$ cat src/rtl/adm_pkg.sv
package adm_pkg;
  localparam int DEF_WARP_SIZE     = 32;
  localparam int DEF_MAX_BLK_THR   = 512;
  localparam int DEF_MAX_RES_THR   = 768;
  localparam int DEF_REG_POOL      = 16384;
  localparam int DEF_SMEM_POOL     = 16384;
  localparam int DEF_NUM_SLOTS     = 8;

  function automatic int warp_ceil(input int threads, input int warp_size);
    return (threads + warp_size - 1) / warp_size;
  endfunction
endpackage

$ cat src/rtl/adm_pool_ctr.sv
module adm_pool_ctr #(
  parameter int W   = 15,
  parameter int CAP = 16384
) (
  input  logic         clk,
  input  logic         rst_n,
  input  logic         give_en,
  input  logic [W-1:0] give_amt,
  input  logic         take_en,
  input  logic [W-1:0] take_amt,
  output logic [W-1:0] free_q,
  output logic [W-1:0] free_after_give
);
  logic [W-1:0] free_d;

  always_comb begin
    free_after_give = free_q + (give_en ? give_amt : '0);
    free_d          = free_after_give - (take_en ? take_amt : '0);
  end

  always_ff @(posedge clk or negedge rst_n) begin
    if (!rst_n) free_q <= W'(CAP);
    else if (give_en || take_en) free_q <= free_d;
  end
endmodule

$ cat src/rtl/adm_slot_table.sv
module adm_slot_table #(
  parameter int NUM_SLOTS = 8,
  parameter int SLOT_W    = 3,
  parameter int TW        = 10,
  parameter int RW        = 15,
  parameter int SW        = 15
) (
  input  logic              clk,
  input  logic              rst_n,
  input  logic              ret_valid,
  input  logic [SLOT_W-1:0] ret_slot,
  input  logic              alloc_en,
  input  logic [TW-1:0]     alloc_thr,
  input  logic [RW-1:0]     alloc_reg,
  input  logic [SW-1:0]     alloc_smem,
  output logic              ret_hit,
  output logic [TW-1:0]     ret_thr,
  output logic [RW-1:0]     ret_reg,
  output logic [SW-1:0]     ret_smem,
  output logic              any_free,
  output logic [SLOT_W-1:0] free_idx
);
  logic [NUM_SLOTS-1:0] busy_q, busy_d, busy_after_ret;
  logic [TW-1:0] rec_thr  [NUM_SLOTS];
  logic [RW-1:0] rec_reg  [NUM_SLOTS];
  logic [SW-1:0] rec_smem [NUM_SLOTS];

  always_comb begin
    ret_hit  = ret_valid && busy_q[ret_slot];
    ret_thr  = ret_hit ? rec_thr[ret_slot]  : '0;
    ret_reg  = ret_hit ? rec_reg[ret_slot]  : '0;
    ret_smem = ret_hit ? rec_smem[ret_slot] : '0;
    busy_after_ret = busy_q;
    if (ret_hit) busy_after_ret[ret_slot] = 1'b0;
    // lowest free slot, searched after the retire is applied
    free_idx = '0;
    any_free = 1'b0;
    for (int i = NUM_SLOTS - 1; i >= 0; i--) begin
      if (!busy_after_ret[i]) begin
        free_idx = SLOT_W'(i);
        any_free = 1'b1;
      end
    end
    busy_d = busy_after_ret;
    if (alloc_en) busy_d[free_idx] = 1'b1;
  end

  always_ff @(posedge clk or negedge rst_n) begin
    if (!rst_n) busy_q <= '0;
    else if (ret_hit || alloc_en) busy_q <= busy_d;
  end

  always_ff @(posedge clk) begin
    for (int s = 0; s < NUM_SLOTS; s++) begin
      if (alloc_en && free_idx == SLOT_W'(s)) begin
        rec_thr[s]  <= alloc_thr;
        rec_reg[s]  <= alloc_reg;
        rec_smem[s] <= alloc_smem;
      end
    end
  end
endmodule

$ cat src/rtl/adm_fit_check.sv
module adm_fit_check #(
  parameter int THR_W       = 10,
  parameter int REG_W       = 8,
  parameter int SMEM_W      = 15,
  parameter int RES_THR_W   = 10,
  parameter int POOL_REG_W  = 15,
  parameter int POOL_SMEM_W = 15,
  parameter int WARP_W      = 5,
  parameter int WARP_SIZE   = 32,
  parameter int MAX_BLK_THR = 512,
  localparam int RNEED_W    = THR_W + REG_W
) (
  input  logic                   req_valid,
  input  logic [THR_W-1:0]       req_threads,
  input  logic [REG_W-1:0]       req_regs,
  input  logic [SMEM_W-1:0]      req_smem,
  input  logic                   slot_free,
  input  logic [RES_THR_W-1:0]   free_thr,
  input  logic [POOL_REG_W-1:0]  free_reg,
  input  logic [POOL_SMEM_W-1:0] free_smem,
  output logic                   grant,
  output logic [WARP_W-1:0]      warps,
  output logic [RNEED_W-1:0]     reg_need
);
  logic range_ok, thr_ok, reg_ok, smem_ok;

  always_comb begin
    reg_need = RNEED_W'(req_threads) * RNEED_W'(req_regs);
    range_ok = (req_threads != '0) && (32'(req_threads) <= 32'(MAX_BLK_THR));
    thr_ok   = 32'(req_threads) <= 32'(free_thr);
    reg_ok   = 32'(reg_need)    <= 32'(free_reg);
    smem_ok  = 32'(req_smem)    <= 32'(free_smem);
    grant    = req_valid && range_ok && thr_ok && reg_ok && smem_ok && slot_free;
    warps    = WARP_W'((32'(req_threads) + 32'(WARP_SIZE - 1)) / 32'(WARP_SIZE));
  end
endmodule

$ cat src/rtl/blk_admit_ctrl.sv
module blk_admit_ctrl #(
  parameter int THR_W       = 10,
  parameter int REG_W       = 8,
  parameter int SMEM_W      = 15,
  parameter int WARP_SIZE   = adm_pkg::DEF_WARP_SIZE,
  parameter int MAX_BLK_THR = adm_pkg::DEF_MAX_BLK_THR,
  parameter int MAX_RES_THR = adm_pkg::DEF_MAX_RES_THR,
  parameter int REG_POOL    = adm_pkg::DEF_REG_POOL,
  parameter int SMEM_POOL   = adm_pkg::DEF_SMEM_POOL,
  parameter int NUM_SLOTS   = adm_pkg::DEF_NUM_SLOTS,
  localparam int SLOT_W      = $clog2(NUM_SLOTS),
  localparam int WARP_W      = $clog2(MAX_BLK_THR / WARP_SIZE + 1),
  localparam int RES_THR_W   = $clog2(MAX_RES_THR + 1),
  localparam int POOL_REG_W  = $clog2(REG_POOL + 1),
  localparam int POOL_SMEM_W = $clog2(SMEM_POOL + 1)
) (
  input  logic                   clk,
  input  logic                   rst_n,
  input  logic                   req_valid,
  input  logic [THR_W-1:0]       req_threads,
  input  logic [REG_W-1:0]       req_regs,
  input  logic [SMEM_W-1:0]      req_smem,
  input  logic                   ret_valid,
  input  logic [SLOT_W-1:0]      ret_slot,
  output logic                   rsp_valid,
  output logic                   rsp_accept,
  output logic [SLOT_W-1:0]      rsp_slot,
  output logic [WARP_W-1:0]      rsp_warps,
  output logic                   ret_err,
  output logic [RES_THR_W-1:0]   avail_threads,
  output logic [POOL_REG_W-1:0]  avail_regs,
  output logic [POOL_SMEM_W-1:0] avail_smem
);
  localparam int RNEED_W = THR_W + REG_W;

  logic                   ret_hit, any_free, grant;
  logic [SLOT_W-1:0]      free_idx;
  logic [RES_THR_W-1:0]   ret_thr, thr_post;
  logic [POOL_REG_W-1:0]  ret_reg, reg_post;
  logic [POOL_SMEM_W-1:0] ret_smem, smem_post;
  logic [WARP_W-1:0]      fit_warps;
  logic [RNEED_W-1:0]     reg_need;
  logic [RES_THR_W-1:0]   take_thr;
  logic [POOL_REG_W-1:0]  take_reg;
  logic [POOL_SMEM_W-1:0] take_smem;

  logic              rsp_valid_d, rsp_accept_d, ret_err_d;
  logic [SLOT_W-1:0] rsp_slot_d;
  logic [WARP_W-1:0] rsp_warps_d;

  assign take_thr  = RES_THR_W'(req_threads);
  assign take_reg  = POOL_REG_W'(reg_need);
  assign take_smem = POOL_SMEM_W'(req_smem);

  adm_slot_table #(
    .NUM_SLOTS(NUM_SLOTS), .SLOT_W(SLOT_W),
    .TW(RES_THR_W), .RW(POOL_REG_W), .SW(POOL_SMEM_W)
  ) u_slots (
    .clk(clk), .rst_n(rst_n),
    .ret_valid(ret_valid), .ret_slot(ret_slot),
    .alloc_en(grant), .alloc_thr(take_thr), .alloc_reg(take_reg), .alloc_smem(take_smem),
    .ret_hit(ret_hit), .ret_thr(ret_thr), .ret_reg(ret_reg), .ret_smem(ret_smem),
    .any_free(any_free), .free_idx(free_idx)
  );

  adm_pool_ctr #(.W(RES_THR_W), .CAP(MAX_RES_THR)) u_pool_thr (
    .clk(clk), .rst_n(rst_n),
    .give_en(ret_hit), .give_amt(ret_thr), .take_en(grant), .take_amt(take_thr),
    .free_q(avail_threads), .free_after_give(thr_post)
  );

  adm_pool_ctr #(.W(POOL_REG_W), .CAP(REG_POOL)) u_pool_reg (
    .clk(clk), .rst_n(rst_n),
    .give_en(ret_hit), .give_amt(ret_reg), .take_en(grant), .take_amt(take_reg),
    .free_q(avail_regs), .free_after_give(reg_post)
  );

  adm_pool_ctr #(.W(POOL_SMEM_W), .CAP(SMEM_POOL)) u_pool_smem (
    .clk(clk), .rst_n(rst_n),
    .give_en(ret_hit), .give_amt(ret_smem), .take_en(grant), .take_amt(take_smem),
    .free_q(avail_smem), .free_after_give(smem_post)
  );

  adm_fit_check #(
    .THR_W(THR_W), .REG_W(REG_W), .SMEM_W(SMEM_W),
    .RES_THR_W(RES_THR_W), .POOL_REG_W(POOL_REG_W), .POOL_SMEM_W(POOL_SMEM_W),
    .WARP_W(WARP_W), .WARP_SIZE(WARP_SIZE), .MAX_BLK_THR(MAX_BLK_THR)
  ) u_fit (
    .req_valid(req_valid), .req_threads(req_threads), .req_regs(req_regs),
    .req_smem(req_smem), .slot_free(any_free),
    .free_thr(thr_post), .free_reg(reg_post), .free_smem(smem_post),
    .grant(grant), .warps(fit_warps), .reg_need(reg_need)
  );

  always_comb begin
    rsp_valid_d  = req_valid;
    rsp_accept_d = grant;
    rsp_slot_d   = grant ? free_idx : '0;
    rsp_warps_d  = grant ? fit_warps : '0;
    ret_err_d    = ret_valid && !ret_hit;
  end

  always_ff @(posedge clk or negedge rst_n) begin
    if (!rst_n) begin
      rsp_valid  <= 1'b0;
      rsp_accept <= 1'b0;
      rsp_slot   <= '0;
      rsp_warps  <= '0;
      ret_err    <= 1'b0;
    end else begin
      rsp_valid  <= rsp_valid_d;
      rsp_accept <= rsp_accept_d;
      rsp_slot   <= rsp_slot_d;
      rsp_warps  <= rsp_warps_d;
      ret_err    <= ret_err_d;
    end
  end
endmodule

$ cat config.mk
export PLATFORM = sky130hd
export DESIGN_NAME = blk_admit_ctrl
export DESIGN_NICKNAME = d
export VERILOG_FILES = /design/src/rtl/adm_pkg.sv /design/src/rtl/adm_pool_ctr.sv /design/src/rtl/adm_slot_table.sv /design/src/rtl/adm_fit_check.sv /design/src/rtl/blk_admit_ctrl.sv
export SDC_FILE = /design/constraint.sdc
export NUM_CORES = 1
export LEC_CHECK = 0
export ABC_CLOCK_PERIOD_IN_PS = 9000
export BUFFER_PORTS_ARGS = -buffer_cell sky130_fd_sc_hd__buf_4
export CAP_MARGIN = 20
export CORE_MARGIN = 2
export CORE_UTILIZATION = 40
export DETAILED_ROUTE_END_ITERATION = 10
export PLACE_DENSITY_LB_ADDON = 0.2
export REMOVE_ABC_BUFFERS = 1
export SETUP_SLACK_MARGIN = 0.2
export SYNTH_ARGS = -nofsm -noshare
export SYNTH_HDL_FRONTEND = slang
export SYNTH_SLANG_ARGS = --single-unit
$ cat constraint.sdc
create_clock -name clk -period 9 [get_ports clk]
set_clock_uncertainty 0.05 [all_clocks]
set_input_delay 0.9 -clock clk [delete_from_list [all_inputs] [get_ports clk]]
set_output_delay 0.9 -clock clk [all_outputs]
set_load 0.05 [all_outputs]
* Word level (Yosys, flattened, before mapping)
Memory sizes are Yosys's and may differ from the RTL's.
Index checks and enable logic that the tools add are counted.
** Operators by class
- Magnitude comparators :: 8
- Reductions and logical operators :: 43
- Multiply operators :: 1
- Mux-type cells :: 111
- Bitwise logic cells :: 3
- Eq/ne operators :: 7
- $add $sub $neg :: 7
** Operators by type and width (number)
- 15-bit two-way mux :: 18
- 15-bit OR reduction :: 14
- 10-bit two-way mux :: 9
- 3-bit two-way mux :: 30
- 10-bit OR reduction :: 7
- 1-bit two-way mux :: 48
- 15-bit adder :: 2
- 15-bit subtractor :: 2
- 18-bit by 15-bit less-or-equal comparator with 1-bit output :: 1
- 1-bit logical AND :: 18
- 10-bit by 8-bit multiplier with 18-bit output :: 1
- 8-bit two-way mux :: 2
- 15-bit less-or-equal comparator :: 1
- 3-bit == test (second input constant) :: 4
- 10-bit adder :: 1
- 10-bit by 5-bit adder with 10-bit output (second input constant) :: 1
- 10-bit less-or-equal comparator :: 1
- 10-bit less-or-equal comparator (second input constant) :: 1
- 10-bit nonzero test :: 1
- 10-bit subtractor :: 1
- 8-bit AND :: 1
- 3-bit by 4-bit < comparator with 1-bit output (second input constant) :: 2
- 8-bit inverter :: 1
- 8-bit OR :: 1
- other kinds (9) :: 12
** Storage, ports and cells
- Bits in writable memories :: 320
- Output and inout bits :: 51
- Register bits :: 59
- Input port bits :: 40
- Word-level logic and storage cells :: 192
- Memories kept :: 3
** Memories
- u_slots.rec_reg :: depth 8, bits a word 15, rd ports 1, clocked after memory_dff 0, wr ports 1, line adm_slot_table.sv:25 : logic [RW-1:0] rec_reg [NUM_SLOTS];
- u_slots.rec_smem :: depth 8, bits a word 15, rd ports 1, clocked after memory_dff 0, wr ports 1, line adm_slot_table.sv:26 : logic [SW-1:0] rec_smem [NUM_SLOTS];
- u_slots.rec_thr :: depth 8, bits a word 10, rd ports 1, clocked after memory_dff 0, wr ports 1, line adm_slot_table.sv:24 : logic [TW-1:0] rec_thr [NUM_SLOTS];

* Longest topological paths before layout
Gate-level depths: netlist of run 1.
- Word-level depth :: 27
- Depth in mapped cells :: 40
- Mapped depth without buffers :: 35

* Hierarchy
A second synthesis of run 1 with hierarchy kept.
** Second synthesis, totals
- Cell total of the unflattened synthesis :: 1846
- Area, all modules :: 21783.4 um2
** By module, submodules not included
- adm_slot_table :: cells an instance 693, area an instance 12189.2 um2, times used 1, seq. area each 9809.4 um2
- adm_fit_check :: cells an instance 468, area an instance 3788.6 um2, times used 1, seq. area each 0.0 um2
- adm_pool_ctr (u_pool_reg) :: cells an instance 260, area an instance 2109.5 um2, times used 1, seq. area each 376.6 um2
- adm_pool_ctr (u_pool_smem) :: cells an instance 252, area an instance 2067.0 um2, times used 1, seq. area each 376.6 um2
- adm_pool_ctr (u_pool_thr) :: cells an instance 153, area an instance 1297.5 um2, times used 1, seq. area each 252.7 um2
- blk_admit_ctrl :: cells an instance 20, area an instance 331.6 um2, times used 1, seq. area each 275.3 um2

* Least setup slack after synthesis of run 1
No wires, ideal clock.
- Kind :: input to register
- Start point :: input port ret_slot[1]
- End point :: register u_pool_smem.free_q[14]
- Setup time :: 0.082 ns
- Required time :: 8.868 ns
- Arrival :: 8.848 ns
- Stages :: 38
- Path slack :: 0.020 ns
- Buffers on the path :: 6
- Cell sequence :: buf_6 > mux2_1 > mux4_2 > o21ai_2 > buf_4 > clkbuf_1 > buf_1 > nor4_1 > ha_1 > fa_1 > a211o_1 > o211ai_1 > a2111oi_0 > o31a_1 > o21ai_0 > nand2b_1 > xor2_1 > inv_1 > [... 2 more ...] > nand2_1 > a21o_1 > a221oi_1 > o211ai_1 > nor3_1 > buf_2 > buf_2 > nand2_1 > ha_1 > nor2b_1 > o31a_1 > o41a_1 > a2111oi_0 > nor3_1 > a31oi_1 > xnor2_1 > nand2_1 > a22oi_1
** On the way
- Cells in the longest elaborated chain, start to end :: 18
- Elaborated cells between the ends (all ways) :: 38
- Those cells by class :: add/sub: 4; order compare: 5; mux: 17; bitwise: 2; reduce/logical: 7; memory: 3
** RTL lines
- start, declared :: line blk_admit_ctrl.sv:24 : input logic [SLOT_W-1:0] ret_slot,
- parallel branches: the longest is 18 deep, another holds 18-bit by 15-bit less-or-equal comparator with 1-bit output
- end signal, assigned :: line adm_pool_ctr.sv:22 : if (!rst_n) free_q <= W'(CAP);
- end signal, assigned :: line adm_pool_ctr.sv:23 : else if (give_en || take_en) free_q <= free_d;
- end, declared :: line adm_pool_ctr.sv:11 : output logic [W-1:0] free_q,
Parallel ways; which one is timed is not known. The select of a mux whose other input is x is not followed.
A chain may end at the register's enable or synchronous reset.

* Worst setup path after layout of run 1
Same ends and word-level chain as after synthesis.

==> results.py, run 1 <==
metrics = {
    "synthesis": {
        "synth_edf_count": 320,
        "synth_ff_type": "edfxtp_1",
        "yosysTopAreaCellShare": 0.461,
        "synth_area_leaders": "edfxtp_1 (46%), ha_1 (9.1%), dfrtp_1 (6.6%)",
        "ys_ff_latch": 379,
        "yosys.area.top_type": "edfxtp_1",
        "netlist_instances": 1689,
        "synth_commonest_cells": "edfxtp_1 (320), ha_1 (152), inv_1 (146), o22ai_1 (92), nand2_1 (87)",
        "synth-async-reset-ratio": 0.156,
        "ys_seq_area_frac": 0.532,
        "ys_types": 75,
        "synth_area_um2": 20900,
        "yosysMostFrequentCell": "edfxtp_1",
        "synth_warnings": 0,
        "avgSynthCellArea_um2": 12.3,
    },
    "setup_path": {
        "criticalPathCategory": "in -> reg",
        "critPathMaxStageDelay_ns": 0.53,
        "start_kind": "input pin",
        "cp.arrival_ns": 8.72,
        "cp_data_required_time_ns": 9.41,
        "slowest_stage": "mux4_2",
        "cp-end-kind": "flip-flop",
        "cp_max_fo": 6,
    },
    "timing": {
        "slew_violations": 0,
        "relSlewSlack": 0.436,
        "post-route-min-period_ns": 8.31,
        "rsz0062_at_grt": "false",
        "hold_viol_final": 0,
        "fmax_mhz": 120,
        "finalSetupViolCount": 0,
        "worst_slew_pin_slew_ns": 0.846,
        "period_share": 0.924,
    },
    "finish": {
        "final_cells": 2709,
        "drive_above_1_share": 0.226,
        "diodes": 0,
        "multiInputGateArea_um2": 9110,
        "n_fill_cell": 4568,
        "seqCellArea_um2": 11100,
        "area_growth_pct": 22.6,
        "layout.nets": 2245,
        "fin_util": 0.497,
    },
    "die": {
        "fp.dieW_um": 232,
        "core_area_um2": 51400,
        "die_h_um": 232,
        "initial_utilization": 0.406,
        "die-area_um2": 54000,
        "row_count": 83,
        "io_pins": 91,
    },
    "pwr": {
        "swShare": 0.324,
        "leakage_nw": 10.3,
        "sequentialPowerShare": 0.356,
        "power_switching_mw": 1.98,
        "vdd_drop_max_mv": 0.237,
        "cellPowerDensity_nw_per_um2": 239,
        "combinationalPowerShare": 0.365,
        "p_int_mw": 4.12,
        "clockPowerShare": 0.279,
    },
    "grt": {
        "grt_pass1_vias": 15394,
        "grt_use_total": 0.219,
        "antenna_found_initial": 0,
        "grt_pass1_wl_mm": 89.6,
        "overflow": 0,
        "grt_max_degree": 44,
    },
    "drt": {
        "drt-initial-drc-count": 1027,
        "vias": 14963,
        "routed.top_layer": "met4",
        "wl_met1_mm": 25.4,
        "routedWlPerCell_um": 21.6,
        "routed_wl_mm": 58.6,
        "via_per_inst": 5.52,
        "met3_length_mm": 3.14,
        "ant_nets": 0,
        "drt_pass1_iterations": 6,
        "remaining_drc_errors": 0,
        "wl_met2_mm": 28.8,
    },
    "clock_tree": {
        "cts_tree": "done",
        "cts_buffers": 41,
        "cts_max_level": 2,
        "cts_num_sinks": 379,
        "cts_buffer_depth": 3,
        "worstSkewPairLatency_ns": 0.56,
        "clk_pin_slew_ns": 0.06,
        "root_buffer": "clkbuf_16",
        "cts_hold_buffers": 0,
    },
    "run_status": {
        "status": "complete, no violations",
    },
    "placement": {
        "gp_congestion": 0.896,
        "post-dp-hpwl_mm": 41.4,
        "io_buffers": 90,
        "dp.cells": 2635,
    },
    "run": {
        "drv_cap": 0,
    },
    "min_path": {
        "min_path_type": "in -> async",
    },
}
[layout by cell type (no fill, tap or decap), types with 55 or more instances in the layout]
cell        n
inv_1     146
ha_1      152
o22ai_1    92
nand2_1    87
xnor2_1    58
a21oi_1    60
edfxtp_1  320
buf_4     314
and2_1     74
dfrtp_1    55
[final cells by class]
class / instances / area share
multi-input cells: 1103 / 0.356
flip-flops and latches: 379 / 0.434
inverters: 146 / 0.0214
repair buffers: 328 / 0.103
clock buffers: 56 / 0.0435
clock inverters: 17 / 0.00852
well taps: 680 / 0.0333
[per-layer routing]
metal  GRT usage  vias up
met4      0.0567        0
met2       0.376      386
li1            -     6958
met3      0.0322       74
met5           0        -
met1       0.289     7545
[critical path, delay by kind of cell]
kind                     cells  cell delay (ns)
AND/OR/NAND/NOR              7             1.10
AO/OA/AOI/OAI               17             3.45
multiplexers                 2             0.86
adder cells (fa/ha/maj)      5             1.35
buffers and inverters        5             0.66
XOR/XNOR                     2             0.36
[cells by family (layout without fill, tap and decap cells)]
family          after synthesis  after routing  share of synthesized area
compound gates              378            378                      0.123
xor+xnor                     86             86                     0.0361
fa+ha+maj                   206            206                      0.143
buf+inv                     207            547                     0.0395
flops                       379            379                      0.532
mux                          47             47                     0.0299
simple gates                386            386                     0.0971
[through the flow]
step                      worst slack [ns]  TNS (ns)  hold slack, ns  cell area, µm²  total power, mW
after floorplan                      -1.92   -648.59           0.445           20600             3.52
after global placement              -0.216    -0.280           0.503           24100             4.36
after detailed placement            -0.415    -0.740           0.510           24100             4.40
after CTS                            0.300         0           0.171           25500             6.11
after global routing                 0.216         0           0.186           25600             6.45
final                                0.686         0           0.174           25600             6.10
[power by group through the flow]
stage                     sequential (mW)  combinational (mW)  clock [mW]
after detailed placement             2.21                2.19           0
after global placement               2.21                2.15           0
after floorplan                      2.30                1.23           0
final                                2.17                2.22        1.70
after global routing                 2.18                2.47        1.80
after CTS                            2.17                2.20        1.73
[path summary, 6_finish.rpt]
check	startpoint	end	slack, ns	cells after the start
max	ret_slot[1]	u_pool_smem.free_q[14]$_DFFE_PN1P_	0.69	38
min	rst_n	u_pool_reg.free_q[2]$_DFFE_PN0P_	0.17	1
max reg2reg	u_slots.busy_q[6]$_DFFE_PN0P_	u_pool_smem.free_q[14]$_DFFE_PN1P_	0.77	37
min reg2reg	u_pool_reg.free_q[3]$_DFFE_PN0P_	u_pool_reg.free_q[3]$_DFFE_PN0P_	0.52	1
max in group asynchronous	rst_n	u_pool_thr.free_q[7]$_DFFE_PN0P_	7.64	2
min in group clk	req_valid	rsp_valid$_DFF_PN0_	0.45	1
[repair_timing]
| item | CTS | global route |
|---|---|---|
| endpoints found under the setup margin | 1 | 7 |
| endpoints found under the hold margin | 0 | 0 |
| pin swaps | 0 | 2 |
| gates resized for setup | 1 | 18 |
| setup buffers | 0 | 1 |
No activity file was read; power rests on OpenSTA's default activity.
==> run 2: changes to the inputs <==
SYNTH_HIERARCHICAL = 1   (was not set)
==> run 2 against run 1 <==
Compared with the run above:
- combinational power grew 23%
- largest power group unchanged
- cell count grew 3.6%
- first-iteration DRC count shrank 7.0%
- critical path depth shrank 2
==> results.py, run 2 <==
metrics = {
    "run_status": {
        "status": "complete, no violations",
    },
    "die": {
        "initial_utilization": 0.405,
        "fp.dieW_um": 237,
        "row_count": 85,
        "io_pins": 91,
        "core_area_um2": 53800,
        "die-area_um2": 56300,
        "die_h_um": 237,
    },
    "drt": {
        "routed_wl_mm": 57.8,
        "vias": 15399,
        "remaining_drc_errors": 0,
        "drt_pass1_iterations": 5,
        "via_per_inst": 5.49,
        "ant_nets": 0,
        "routedWlPerCell_um": 20.6,
        "drt-initial-drc-count": 955,
    },
    "setup_path": {
        "crit_buf_inv": 6,
        "slowest_stage": "fa_1",
        "start_kind": "input pin",
        "cp.arrival_ns": 8.72,
        "critPathTopFamily": "adder cells",
        "cp-end-kind": "flip-flop",
        "cp_max_fo": 4,
        "criticalPathCategory": "in -> reg",
        "cp_data_required_time_ns": 9.45,
        "rrSetupSlack_ns": 1.18,
        "critPathMaxStageDelay_ns": 0.54,
    },
    "placement": {
        "place_ws_ns": -0.0895,
        "io_buffers": 90,
        "post-dp-hpwl_mm": 40.8,
        "gp_congestion": 0.868,
    },
    "finish": {
        "multiInputGateArea_um2": 9910,
        "drive_above_1_share": 0.191,
        "n_fill_cell": 4913,
        "seqCellArea_um2": 11100,
        "layout.nets": 2323,
        "diodes": 0,
        "area_growth_pct": 18.5,
        "mostFrequentLayoutCell": "edfxtp_1",
        "final_cell_mix": "edfxtp_1 (320), buf_4 (250), ha_1 (150), inv_1 (147), nand2_1 (128)",
    },
    "synthesis": {
        "synth_area_leaders": "edfxtp_1 (44%), ha_1 (8.6%), dfrtp_1 (6.3%)",
        "synth_edf_count": 320,
        "ys_ff_latch": 379,
        "synth-async-reset-ratio": 0.156,
        "yosysTopAreaCellShare": 0.441,
        "synth_warnings": 6,
        "ys_types": 103,
        "netlist_instances": 1846,
        "synth_area_um2": 21800,
        "ys_seq_area_frac": 0.509,
        "yosys.area.top_type": "edfxtp_1",
        "synth_ff_type": "edfxtp_1",
        "synth_commonest_cells": "edfxtp_1 (320), ha_1 (150), inv_1 (147), nand2_1 (128), and2_1 (102)",
        "yosysMostFrequentCell": "edfxtp_1",
        "avgSynthCellArea_um2": 11.8,
    },
    "timing": {
        "holdWs_ns": 0.399,
        "period_share": 0.918,
        "relSlewSlack": 0.394,
        "rsz0062_at_grt": "true",
        "hold_viol_final": 0,
        "post-route-min-period_ns": 8.26,
        "finalSetupViolCount": 0,
        "slew_violations": 0,
        "worst_slew_pin_slew_ns": 0.908,
        "fmax_mhz": 121,
        "setup_slack_ns": 0.735,
    },
    "clock_tree": {
        "cts_tree": "done",
        "cts_hold_buffers": 0,
        "cts_max_level": 2,
        "cts_buffers": 42,
        "cts_buffer_depth": 3,
        "clk_pin_slew_ns": 0.06,
        "root_buffer": "clkbuf_16",
        "cts_num_sinks": 379,
        "worstSkewPairLatency_ns": 0.56,
    },
    "pwr": {
        "sequentialPowerShare": 0.340,
        "vdd_drop_max_mv": 0.177,
        "leakage_nw": 10.3,
        "cellPowerDensity_nw_per_um2": 254,
        "power_switching_mw": 2.32,
        "combinationalPowerShare": 0.414,
        "p_int_mw": 4.25,
        "clockPowerShare": 0.246,
        "swShare": 0.353,
    },
    "grt": {
        "grt_pass1_vias": 15732,
        "grt_max_degree": 60,
        "overflow": 0,
        "antenna_found_initial": 0,
        "grt_use_total": 0.207,
        "grt_pass1_wl_mm": 90.0,
    },
    "run": {
        "drv_cap": 0,
    },
    "min_path": {
        "min_path_type": "in -> async",
    },
}
[run 2: cell count changes after synthesis, moves of 10 or more]
cell,delta
nand2_1,+41
o31ai_1,+10
nor3_1,-14
and2_1,+28
nor2_1,+13
nand2b_1,+11
buf_2,+13
mux2_4,-25
o21ai_1,+12
[run 2: area by class of cell]
cell class | instances | share of cell area
multi-input cells | 1247 | 0.384
flip-flops and latches | 379 | 0.430
clock buffers | 54 | 0.0437
well taps | 696 | 0.0337
inverters | 147 | 0.0214
clock inverters | 21 | 0.00611
repair buffers | 262 | 0.0816
[run 2: worst register-to-register path, delay by kind of cell, from the launching register on]
kind | cells | cell delay [ns]
AOI/OAI and AO/OA | 18 | 3.36
xor gates and xnor gates | 1 | 0.17
adders and majority gates | 3 | 0.87
buffers and inverters | 6 | 1.25
DFF | 1 | 0.41
muxes | 1 | 0.24
and+or+nand+nor | 8 | 1.44
[run 2: power groups by stage]
stage	logic (mW)	registers [mW]	clock network, mW
floorplan	1.52	2.43	0
global placement	2.64	2.27	0
detailed placement	2.70	2.28	0
CTS	2.71	2.24	1.65
global route	3.02	2.25	1.72
finish	2.72	2.24	1.61
[run 2: path summary, 6_finish.rpt]
| kind | endpoint | cells after the start | start |
|---|---|---|---|
| worst max-delay path | u_pool_reg/free_q[13]$_DFFE_PN0P_ | 36 | req_regs[7] |
| worst min-delay path | u_pool_reg/free_q[0]$_DFFE_PN0P_ | 1 | rst_n |
| worst max register to register | u_pool_reg/free_q[13]$_DFFE_PN0P_ | 37 | u_slots/busy_q[5]$_DFFE_PN0P_ |
| worst min register to register | u_pool_thr/free_q[8]$_DFFE_PN1P_ | 2 | u_pool_thr/free_q[8]$_DFFE_PN1P_ |
| max in group asynchronous | u_pool_thr/free_q[2]$_DFFE_PN0P_ | 1 | rst_n |
| min in group clk | u_pool_thr/free_q[8]$_DFFE_PN1P_ | 2 | u_pool_thr/free_q[8]$_DFFE_PN1P_ |
[run 2: through the flow]
stage / cell area [µm²] / utilization / instances / setup TNS, ns / power (mW)
floorplan: 21400 / - / 1773 / -1047.81 / 3.95
global placement: 24500 / 0.455 / 2730 / -0.0486 / 4.91
detailed placement: 24500 / 0.455 / 2730 / -0.185 / 4.97
CTS: 25800 / 0.479 / 2805 / 0 / 6.60
global route: 25800 / 0.480 / 2806 / 0 / 6.98
finish: 25800 / 0.480 / 2806 / 0 / 6.57
[run 2: cells by family (layout without fill, tap and decap cells)]
group | after synthesis | in the layout | share of synthesized area
compound gates | 439 | 439 | 0.141
xor+xnor | 99 | 99 | 0.0442
fa+ha+maj | 205 | 205 | 0.136
buf+inv | 220 | 484 | 0.0410
flops | 379 | 379 | 0.509
mux | 20 | 20 | 0.0107
simple gates | 484 | 484 | 0.117
[run 2: timing repair]
action | CTS | global route
buffers inserted | 0 | 1
gates resized for setup | 0 | 9
endpoints found under the setup margin | 0 | 11
[run 2: routing by layer]
layer | up-vias | GRT usage | part of all wire
li1 | 7332 | - | -
met3 | 70 | 0.0266 | 0.044
met4 | 0 | 0.0393 | 0.015
met5 | - | 0 | 0
met1 | 7670 | 0.275 | 0.44
met2 | 327 | 0.365 | 0.50
